$ cat src/rtl/led_wave_pkg.sv
package led_wave_pkg;

  typedef enum logic [2:0] {
    ORD_RGB = 3'd0,
    ORD_RBG = 3'd1,
    ORD_GRB = 3'd2,
    ORD_GBR = 3'd3,
    ORD_BRG = 3'd4,
    ORD_BGR = 3'd5
  } order_e;

  typedef enum logic [2:0] {
    ST_IDLE  = 3'd0,
    ST_FETCH = 3'd1,
    ST_HIGH  = 3'd2,
    ST_LOW   = 3'd3,
    ST_GAP   = 3'd4
  } wave_state_e;

endpackage

$ cat src/rtl/led_byte_order.sv
module led_byte_order
  import led_wave_pkg::*;
#(
  parameter int COLOR_W = 8,
  localparam int WORD_W = 3 * COLOR_W
) (
  input  logic [WORD_W-1:0] word_in,
  input  logic [2:0]        mode,
  output logic [WORD_W-1:0] word_out
);

  logic [COLOR_W-1:0] red, grn, blu;

  assign red = word_in[3*COLOR_W-1:2*COLOR_W];
  assign grn = word_in[2*COLOR_W-1:COLOR_W];
  assign blu = word_in[COLOR_W-1:0];

  always_comb begin
    case (order_e'(mode))
      ORD_RGB: word_out = {red, grn, blu};
      ORD_RBG: word_out = {red, blu, grn};
      ORD_GRB: word_out = {grn, red, blu};
      ORD_GBR: word_out = {grn, blu, red};
      ORD_BRG: word_out = {blu, red, grn};
      ORD_BGR: word_out = {blu, grn, red};
      default: word_out = {grn, red, blu};
    endcase
  end

endmodule

$ cat src/rtl/led_phase_timer.sv
module led_phase_timer #(
  parameter int CNT_W = 13
) (
  input  logic             clk,
  input  logic             rst,
  input  logic             load,
  input  logic [CNT_W-1:0] length,
  output logic             expired
);

  logic [CNT_W-1:0] remain_q;

  always_ff @(posedge clk) begin
    if (rst) begin
      remain_q <= '0;
    end else if (load) begin
      remain_q <= (length == '0) ? '0 : length - 1'b1;
    end else if (remain_q != '0) begin
      remain_q <= remain_q - 1'b1;
    end
  end

  assign expired = (remain_q == '0);

endmodule

$ cat src/rtl/led_wave_gen.sv
module led_wave_gen
  import led_wave_pkg::*;
#(
  parameter int COLOR_W = 8,
  parameter int LEN_W   = 11,
  parameter int HI1_W   = 6,
  parameter int LO1_W   = 5,
  parameter int HI0_W   = 5,
  parameter int LO0_W   = 6,
  parameter int GAP_W   = 13
) (
  input  logic               clk,
  input  logic               rst,
  input  logic               start,
  input  logic [LEN_W-1:0]   frame_len,
  input  logic [2:0]         order_mode,
  input  logic [HI1_W-1:0]   one_hi,
  input  logic [LO1_W-1:0]   one_lo,
  input  logic [HI0_W-1:0]   zero_hi,
  input  logic [LO0_W-1:0]   zero_lo,
  input  logic [GAP_W-1:0]   gap_len,
  input  logic               word_valid,
  input  logic [3*COLOR_W-1:0] word_data,
  output logic               word_pop,
  output logic               line_out,
  output logic               busy,
  output logic               done
);

  localparam int WORD_W = 3 * COLOR_W;
  localparam int BIT_W  = $clog2(WORD_W);
  localparam int HI_MX  = (HI1_W > HI0_W) ? HI1_W : HI0_W;
  localparam int LO_MX  = (LO1_W > LO0_W) ? LO1_W : LO0_W;
  localparam int PH_W   = (HI_MX > LO_MX) ? HI_MX : LO_MX;
  localparam int CNT_W  = (GAP_W > PH_W) ? GAP_W : PH_W;

  wave_state_e       state_q, state_d;
  logic [WORD_W-1:0] shift_q, ordered;
  logic [BIT_W-1:0]  bits_left_q;
  logic [LEN_W-1:0]  words_left_q;
  logic [2:0]        mode_q;
  logic              line_q, done_q;

  logic              t_load, t_expired;
  logic [CNT_W-1:0]  t_len;
  logic              take_start, take_word, shift_bit;

  logic [CNT_W-1:0]  hi1_x, lo1_x, hi0_x, lo0_x, gap_x;
  assign hi1_x = CNT_W'(one_hi);
  assign lo1_x = CNT_W'(one_lo);
  assign hi0_x = CNT_W'(zero_hi);
  assign lo0_x = CNT_W'(zero_lo);
  assign gap_x = CNT_W'(gap_len);

  led_byte_order #(.COLOR_W(COLOR_W)) u_order (
    .word_in  (word_data),
    .mode     (mode_q),
    .word_out (ordered)
  );

  led_phase_timer #(.CNT_W(CNT_W)) u_timer (
    .clk     (clk),
    .rst     (rst),
    .load    (t_load),
    .length  (t_len),
    .expired (t_expired)
  );

  always_comb begin
    state_d    = state_q;
    t_load     = 1'b0;
    t_len      = '0;
    take_start = 1'b0;
    take_word  = 1'b0;
    shift_bit  = 1'b0;
    case (state_q)
      ST_IDLE: begin
        if (start) begin
          take_start = 1'b1;
          if (frame_len == '0) begin
            state_d = ST_GAP;
            t_load  = 1'b1;
            t_len   = gap_x;
          end else begin
            state_d = ST_FETCH;
          end
        end
      end
      ST_FETCH: begin
        if (word_valid) begin
          take_word = 1'b1;
          state_d   = ST_HIGH;
          t_load    = 1'b1;
          t_len     = ordered[WORD_W-1] ? hi1_x : hi0_x;
        end
      end
      ST_HIGH: begin
        if (t_expired) begin
          state_d = ST_LOW;
          t_load  = 1'b1;
          t_len   = shift_q[WORD_W-1] ? lo1_x : lo0_x;
        end
      end
      ST_LOW: begin
        if (t_expired) begin
          if (bits_left_q != '0) begin
            shift_bit = 1'b1;
            state_d   = ST_HIGH;
            t_load    = 1'b1;
            t_len     = shift_q[WORD_W-2] ? hi1_x : hi0_x;
          end else if (words_left_q == '0) begin
            state_d = ST_GAP;
            t_load  = 1'b1;
            t_len   = gap_x;
          end else if (word_valid) begin
            take_word = 1'b1;
            state_d   = ST_HIGH;
            t_load    = 1'b1;
            t_len     = ordered[WORD_W-1] ? hi1_x : hi0_x;
          end else begin
            state_d = ST_FETCH;
          end
        end
      end
      ST_GAP: begin
        if (t_expired) state_d = ST_IDLE;
      end
      default: state_d = ST_IDLE;
    endcase
  end

  always_ff @(posedge clk) begin
    if (rst) begin
      state_q      <= ST_IDLE;
      shift_q      <= '0;
      bits_left_q  <= '0;
      words_left_q <= '0;
      mode_q       <= 3'(ORD_GRB);
      line_q       <= 1'b0;
      done_q       <= 1'b0;
    end else begin
      state_q <= state_d;
      line_q  <= (state_d == ST_HIGH);
      done_q  <= (state_q == ST_GAP) && t_expired;
      if (take_start) begin
        words_left_q <= frame_len;
        mode_q       <= order_mode;
      end
      if (take_word) begin
        shift_q      <= ordered;
        bits_left_q  <= BIT_W'(WORD_W - 1);
        words_left_q <= words_left_q - 1'b1;
      end else if (shift_bit) begin
        shift_q     <= {shift_q[WORD_W-2:0], 1'b0};
        bits_left_q <= bits_left_q - 1'b1;
      end
    end
  end

  assign word_pop = take_word;
  assign line_out = line_q;
  assign done     = done_q;
  assign busy     = (state_q != ST_IDLE);

endmodule

$ cat config.mk
export PLATFORM = sky130hd
export DESIGN_NAME = led_wave_gen
export DESIGN_NICKNAME = d
export VERILOG_FILES = /design/src/rtl/led_wave_pkg.sv /design/src/rtl/led_byte_order.sv /design/src/rtl/led_phase_timer.sv /design/src/rtl/led_wave_gen.sv
export SDC_FILE = /design/constraint.sdc
export NUM_CORES = 1
export LEC_CHECK = 0
export BUFFER_PORTS_ARGS = -buffer_cell sky130_fd_sc_hd__clkbuf_2
export CORE_MARGIN = 3
export CORE_UTILIZATION = 57
export DETAILED_ROUTE_END_ITERATION = 10
export GPL_ROUTABILITY_DRIVEN = 0
export PLACE_DENSITY = 0.87
export SLEW_MARGIN = 20
export SYNTH_ARGS = -nofsm -noshare
export SYNTH_HDL_FRONTEND = slang
export SYNTH_SLANG_ARGS = --single-unit
$ cat constraint.sdc
create_clock -name clk -period 4.2 [get_ports clk]
set_input_delay 0.42 -clock clk [delete_from_list [all_inputs] [get_ports clk]]
set_output_delay 0.42 -clock clk [all_outputs]
set_load 0.02 [all_outputs]
==> summary.txt, run 1 <==
Top FF cell, synth: dfxtp_1
Layout cells sized above 1: 20.3%
Post-CTS Resized: 0
DR pass1 iterations: 5
Hold/Removal Path Class: primary input to flip-flop
Critical Path AT: 3.60 ns
Relative slew slack: 28.6%
WL/cell: 17.1 µm
GRT overflow: 0
Largest cells by area after synthesis: dfxtp_1 28%, nand2_1 8.1%, mux2i_1 7.5%
Crit path buffers/inverters: 3
Routed wire length: 12600 µm
Vias in the first global route: 4301
Flop pwr share: 33.8%
Critical path launch point: u_timer.remain_q[0]
Num ports: 81
Critical path class: flip-flop to flip-flop
Reg2reg setup slack: 0.82 ns
Crit path time final: 3.38 ns
Reg2reg end: u_timer.remain_q[11]
Switching pwr: 0.952 mW
Global-route wire length before repair: 20300 µm
Combinational power share: 41.9%
Endpoints failing setup: 0
Leakage: 1.96 nW
CTS tree: done
Max clock buf depth: 2
Number of synthesized flops with an enable pin: 0
Die X: 93.7 µm
Post-route DRC violation count: 0
Critical path data required time: 4.41 ns
N_diodes: 0
Crit share post-route: 80.6%
Maximum VDD drop: 0.000249 V
CTS HTree Levels: 3
Warnings, synthesis: 0
Critical Path, Cell by Cell: inv_1 -> ha_1 -> nor3b_2 -> buf_4 -> nand4_2 -> o31ai_2 -> buf_4 -> a211oi_1 -> nand3_1 -> o311ai_0 -> a211oi_1
MaxCap Viol Count: 0
Ys async rst share: 0%
Iteration-0 DRC Markers: 530
Vias after detailed routing: 4748
Largest area contributor in the netlist: dfxtp_1
Clock Power Share: 24.3%
Reg-to-reg startpoint: u_timer.remain_q[0]
Vias/cell: 6.47
Max incr delay on CP: 0.61 ns
CP endpoint kind: flip-flop
RSZ-0062 raised after global routing: false
Design area: 5020 µm²
# clock sinks: 61
Synth-to-layout area growth: 14.6%
DPL Wire Length: 8830 µm
# fillers: 631
Crit-path slowest cell: a211oi_1
# Post-CTS Setup Buffers: 0
Flops & latches, synth: 61
Final hold violation count: 0
ANT nets after route: 0
Row count: 31
Later-pin clock latency in the skew report: 0.35 ns
Max-slew violations: 0
CTS Root Cell: clkbuf_8
Worst-path clk slew: 0.08 ns
Port Buffers: 80
Initial cell density of the core: 59.4%
Area of the core: 7370 µm²
Crit start category: flip-flop
Worst setup path endpoint: u_timer.remain_q[11]
Final #Nets: 712
Register area share after synthesis: 27.9%
Reg2reg path depth: 11
Cell family with most CP delay: compound AO/OA/AOI/OAI gates
Syn_nets: 653
Cells after synthesis: 571
Synth Area per Inst: 7.67 µm²
Largest net degree at the start of global routing: 54
Hold buffer count at cts: 0
CTS Buf Count: 9
Crit-path max FO: 19
Layout Skew: 0.00786 ns
Placement Cell Area: 4810 µm²
Internal: 1.40 mW
Most common cell in the netlist: nand2_1
Mapped Area: 4380 µm²
Yosys cell types: 71
GRT Util Overall: 28.6%
Status: finished clean
Setup TNS: 0 ns
DIE AREA: 8770 µm²
Top cells by instance count after synthesis: 95 x nand2_1, 61 x dfxtp_1, 41 x a21oi_1, 38 x nor2_1, 33 x mux2i_1
Switching Share: 40.4%
Die Y: 93.7 µm
Pwr/cell area: 469 nW/µm²
WHS: 0.301 ns
Crit path depth: 11
Worst-Margin Slew: 1.07 ns
Fmax: 295 MHz
Antenna violations before repair: 0
Top-area cell type share of the netlist area: 27.9%
==> layer usage <==
metal  vias to the layer above  global-route usage [%]  routed length [µm]
met1                      2223                    37.0                5260
li1                       2265                       -                   -
met2                       221                    47.8                6100
met4                         0                    10.5                 317
met3                        39                    4.97                 893
met5                         -                       0                   0
==> per-stage QoR <==
step                      util (%)  instances  setup WS, ns  total power, mW
after global placement        65.2        718          1.06             1.72
after detailed placement      65.2        718         0.918             1.76
after floorplan                  -        571          1.11             1.51
after global routing          68.1        734         0.663             2.49
final                         68.1        734         0.815             2.35
after CTS                     68.1        734         0.858             2.33
==> area by class of cell <==
type	instances	area, µm²	area share [%]
inverter	16	65.1	1.30
timing repair buffer	89	468	9.32
tap	99	124	2.47
clock buffer	13	169	3.37
sequential	61	1220	24.3
multi-input combinational	453	2930	58.4
clock inverter	3	42.5	0.848
==> state kept, by name, indices dropped and copies added (netlist names) <==
signal and cells:
words_left_q 11, done 1, u_timer.remain_q 13, state_q 3, shift_q 24, line_out 1, bits_left_q 5, mode_q 3
==> worst register-to-register path, stage by stage (launching register included) <==
cell and delay (ns):
dfxtp_1 0.43, inv_1 0.07, ha_1 0.22, nor3b_2 0.16, buf_4 0.18, nand4_2 0.16, o31ai_2 0.10, buf_4 0.22
a211oi_1 0.62, nand3_1 0.40, o311ai_0 0.54, a211oi_1 0.17
==> kinds of logic after synthesis <==
kind of cell             count (synthesis)  synth area share, %
XOR/XNOR                                16                 3.20
AO/OA/AOI/OAI                          168                 27.2
buffers and inverters                   57                 5.40
flip-flops                              61                 27.9
multiplexers                            40                 9.40
adder cells (fa/ha/maj)                  6                 1.66
AND/OR/NAND/NOR                        223                 25.2
==> how the worst min path moves through the flow <==
stage	start	end	slack [ns]	cells after the start
after floorplan	shift_q[3]	shift_q[3]	0.43	2
after global placement	shift_q[2]	shift_q[2]	0.44	2
after detailed placement	shift_q[5]	shift_q[5]	0.45	2
after CTS	order_mode[0]	mode_q[0]	0.29	3
after global routing	order_mode[0]	mode_q[0]	0.30	3
final	order_mode[0]	mode_q[0]	0.30	3
==> placed cells by master, fill, tap and decap left out, drive strengths merged, types with 5 or more instances in the layout <==
cell type   n
a211oi     22
a21oi      41
a22o        8
a22oi       8
a311oi     19
and3        6
buf         9
clkbuf     93
dfxtp      61
ha          5
inv        15
mux2        6
mux2i      34
nand2      95
nand3      17
nand4       8
nor2       38
nor2b      10
nor3        9
nor4       11
o21ai      23
o221ai      8
xnor2       7
xor2        9
==> power groups by stage <==
stage	combinational, mW	sequential [mW]	clock (mW)
2_1_floorplan	0.737	0.776	0
3_3_place_gp	0.924	0.798	0
3_5_place_dp	0.951	0.805	0
4_1_cts	0.967	0.793	0.573
5_1_grt	1.08	0.809	0.601
6_report	0.987	0.795	0.572
Power figures use the tool's default switching activity.
==> run 2: changes to the inputs <==
- ABC_AREA: default -> 1
- CORE_UTILIZATION: 57 -> 52
- PLACE_DENSITY: 0.87 -> 0.83
- clock period: 4.2 -> 3.1 ns (I/O delays scaled with it)
==> run 2 against run 1 <==
  * Hold slack got worse by 0.12 ns
  * Power increased by 34%
  * Setup slack got worse by 0.58 ns
  * Routed wire length increased by 20%
  * Die area increased by 19%
  * Synthesized cell count increased by 36%
  * Sequential cell count unchanged
  * Via count increased by 18%
  * Fmax increased by 18%
  * Non-clock buffer count decreased by 1
  * Register-to-register slack got worse by 0.58 ns
  * Cell count increased by 32%
  * Largest cell class unchanged
==> summary.txt, run 2 <==
Post-synthesis simple-gate area fraction: 37.6% (+12 points)
Largest Register: shift_q
Vias in the first global route: 5005 (+16%)
Post-route DRC violation count: 0 (unchanged)
Hold buffer count at cts: 0 (unchanged)
GRT overflow: 0 (unchanged)
Top cells by instance count after synthesis: 164 x nand2_1, 109 x inv_1, 85 x nor2_1, 61 x dfxtp_1, 43 x o21ai_0
Max clock buf depth: 2 (unchanged)
Leakage: 2.62 nW (+34%)
Crit share post-route: 92.3% (+12 points)
MaxCap Viol Count: 0 (unchanged)
Relative slew slack: 54.0% (+25 points)
N_diodes: 0 (unchanged)
Vias after detailed routing: 5596 (+18%)
Endpoints failing setup: 0 (unchanged)
Combinational power share: 44.1% (+2.2 points)
Largest regs: shift_q: 24 flops, u_timer.remain_q: 13 flops, words_left_q: 11 flops
Largest family of logic cells by synthesized area: simple AND/OR/NAND/NOR gates
Syn_nets: 857 (+31%)
RSZ-0062 raised after global routing: false
Clock Power Share: 24.6% (+0.3 points)
Critical path launch point: u_timer.remain_q[0]
Most common cell after layout, fill and taps aside: nand2_1
Power, Total: 3.17 mW (+34%)
# clock sinks: 61 (unchanged)
Mapped Area: 4820 µm² (+10%)
Switching pwr: 1.35 mW (+42%)
Util after Layout: 62.5% (-5.6 points)
Post-CTS Resized: 0 (unchanged)
CTS tree: done
# Post-CTS Setup Buffers: 0 (unchanged)
# fillers: 834 (+32%)
Cells after synthesis: 775 (+36%)
Crit path time final: 2.86 ns (-0.523 ns)
Initial cell density of the core: 54.5% (-5.0 points)
Hold Path Cell Cnt: 3 (unchanged)
Worst-Margin Slew: 0.685 ns (-0.385 ns)
Flops & latches, synth: 61 (unchanged)
Routed wire length: 15100 µm (+20%)
CTS Buf Count: 9 (unchanged)
Synth Area per Inst: 6.22 µm² (-19%)
Die X: 102 µm (+9.2%)
Compound-Gate Fraction of Synth Area: 20.2% (-7.0 points)
CTS Root Cell: clkbuf_8
Adder-cell area share of the yosys netlist: 1.30% (-0.36 points)
Layout cells sized above 1: 20.0% (-0.27 points)
Critical Path AT: 3.14 ns (-0.46 ns)
DPL Wire Length: 11600 µm (+32%)
Fmax: 349 MHz (+18%)
Most frequent cells in the layout: 164 x nand2_1, 109 x inv_1, 85 x nor2_1
Reg2reg setup slack: 0.24 ns (-0.58 ns)
DIE AREA: 10500 µm² (+19%)
Layout Skew: 0.00920 ns (+0.00134 ns)
Setup TNS: 0 ns (unchanged)
WL/cell: 15.6 µm (-8.9%)
Reg2reg path depth: 17 (+6)
Post-synthesis mux area share: 0.831% (-8.6 points)
CTS HTree Levels: 3 (unchanged)
Final hold violation count: 0 (unchanged)
DR pass1 iterations: 5 (unchanged)
Port Buffers: 80 (unchanged)
Post-route insts no fill: 966 (+32%)
Max-slew violations: 0 (unchanged)
Reg2reg end: u_timer.remain_q[2]
CP endpoint kind: flip-flop
Max FFs per register: 24 (unchanged)
Crit-path max FO: 12 (-7)
Vias/cell: 5.79 (-10%)
Pwr/cell area: 573 nW/µm² (+22%)
Critical path class: flip-flop to flip-flop
ANT nets after route: 0 (unchanged)
Largest area contributor in the netlist: dfxtp_1
Worst-path clk slew: 0.08 ns (about the same)
Switching Share: 42.6% (+2.1 points)
Synth-to-layout area growth: 14.7%
Placed Instances: 950 (+32%)
Antenna violations before repair: 0 (unchanged)
Number of synthesized flops with an enable pin: 0 (unchanged)
WHS: 0.181 ns (-0.119 ns)
Maximum VDD drop: 0.000266 V (+7.0%)
Yosys cell types: 46 (-35%)
Global-route wire length before repair: 23900 µm (+18%)
Top FF cell, synth: dfxtp_1
Internal: 1.82 mW (+30%)
Num ports: 81 (unchanged)
Warnings, synthesis: 0 (unchanged)
Critical path data required time: 3.38 ns (-1.03 ns)
GRT Util Overall: 28.9% (+0.32 points)
Final #Nets: 935 (+31%)
Die Y: 102 µm (+9.2%)
Status: finished clean
Area of the core: 8850 µm² (+20%)
Iteration-0 DRC Markers: 733 (+38%)
Crit start category: flip-flop
Most common cell in the netlist: nand2_1
Later-pin clock latency in the skew report: 0.35 ns (about the same)
Reg-to-reg startpoint: u_timer.remain_q[0]
Largest net degree at the start of global routing: 40 (-26%)
Ys async rst share: 0% (unchanged)
Flop pwr share: 31.3% (-2.5 points)
Register area share after synthesis: 25.3% (-2.5 points)
Top-area cell type share of the netlist area: 25.3% (-2.5 points)
Row count: 34 (+9.7%)
Worst setup path endpoint: u_timer.remain_q[2]
Post-Synth XOR/XNOR Area: 2.73% (-0.47 points)
Largest cells by area after synthesis: dfxtp_1 25%, nand2_1 13%, inv_1 8.5%
Hold/Removal Path Class: primary input to flip-flop
## run 2: kinds of logic after synthesis
kind of cell               Yosys count
and+or+nand+nor                    380
xor gates and xnor gates            15
AOI/OAI and AO/OA                  162
buffers and inverters              148
DFF                                 61
adders and majority gates            5
muxes                                4
## run 2: layout make-up
type / count / area (µm²) / share of cell area (%)
multi-input combinational: 566 / 3020 / 54.7
sequential: 61 / 1220 / 22.1
inverter: 127 / 477 / 8.62
timing repair buffer: 88 / 460 / 8.33
clock buffer: 13 / 169 / 3.05
tap: 108 / 135 / 2.44
clock inverter: 3 / 42.5 / 0.769
## run 2: per-layer routing
| layer | vias up | wire [µm] | global-route usage, % | share of wire (%) |
|---|---|---|---|---|
| met4 | 0 | 673 | 14.1 | 4.5 |
| met2 | 325 | 6600 | 43.8 | 44 |
| met3 | 69 | 1450 | 6.08 | 9.6 |
| li1 | 2716 | - | - | - |
| met5 | - | 0 | 0 | 0 |
| met1 | 2486 | 6350 | 39.1 | 42 |
## run 2: worst min-delay path by stage
stage,end,start,slack (ns)
CTS,mode_q[1],order_mode[1],0.17
global route,mode_q[1],order_mode[1],0.20
global placement,shift_q[0],shift_q[0],0.45
floorplan,shift_q[0],shift_q[0],0.44
finish,mode_q[1],order_mode[1],0.18
detailed placement,words_left_q[1],words_left_q[1],0.47
## run 2: stage by stage
| step | area (µm²) | setup WS [ns] |
|---|---|---|
| finish | 5530 | 0.239 |
| global route | 5530 | 0.00134 |
| CTS | 5530 | 0.253 |
| detailed placement | 5320 | 0.290 |
| global placement | 5320 | 0.476 |
| floorplan | 4820 | 0.738 |
## run 2: worst max-delay path: stages (launching register included)
cell	delay, ns
dfxtp_1	0.31
inv_1	0.08
ha_1	0.26
nand2_2	0.12
nor2_2	0.13
nand3_2	0.15
nor2_2	0.22
nand3_1	0.09
nand2_1	0.18
nand2_1	0.10
nand3_2	0.13
inv_2	0.07
ha_1	0.19
nand3_2	0.10
nor2_4	0.04
nor2_4	0.26
o21ai_0	0.17
a21oi_1	0.16
## run 2: power groups by stage
stage               Sequential, mW  Combinational (mW)  Clock, mW
floorplan                    0.984                1.04          0
global placement              1.00                1.35          0
detailed placement            1.01                1.36          0
CTS                          0.990                1.37      0.784
global route                  1.01                1.55      0.820
finish                       0.992                1.40      0.778
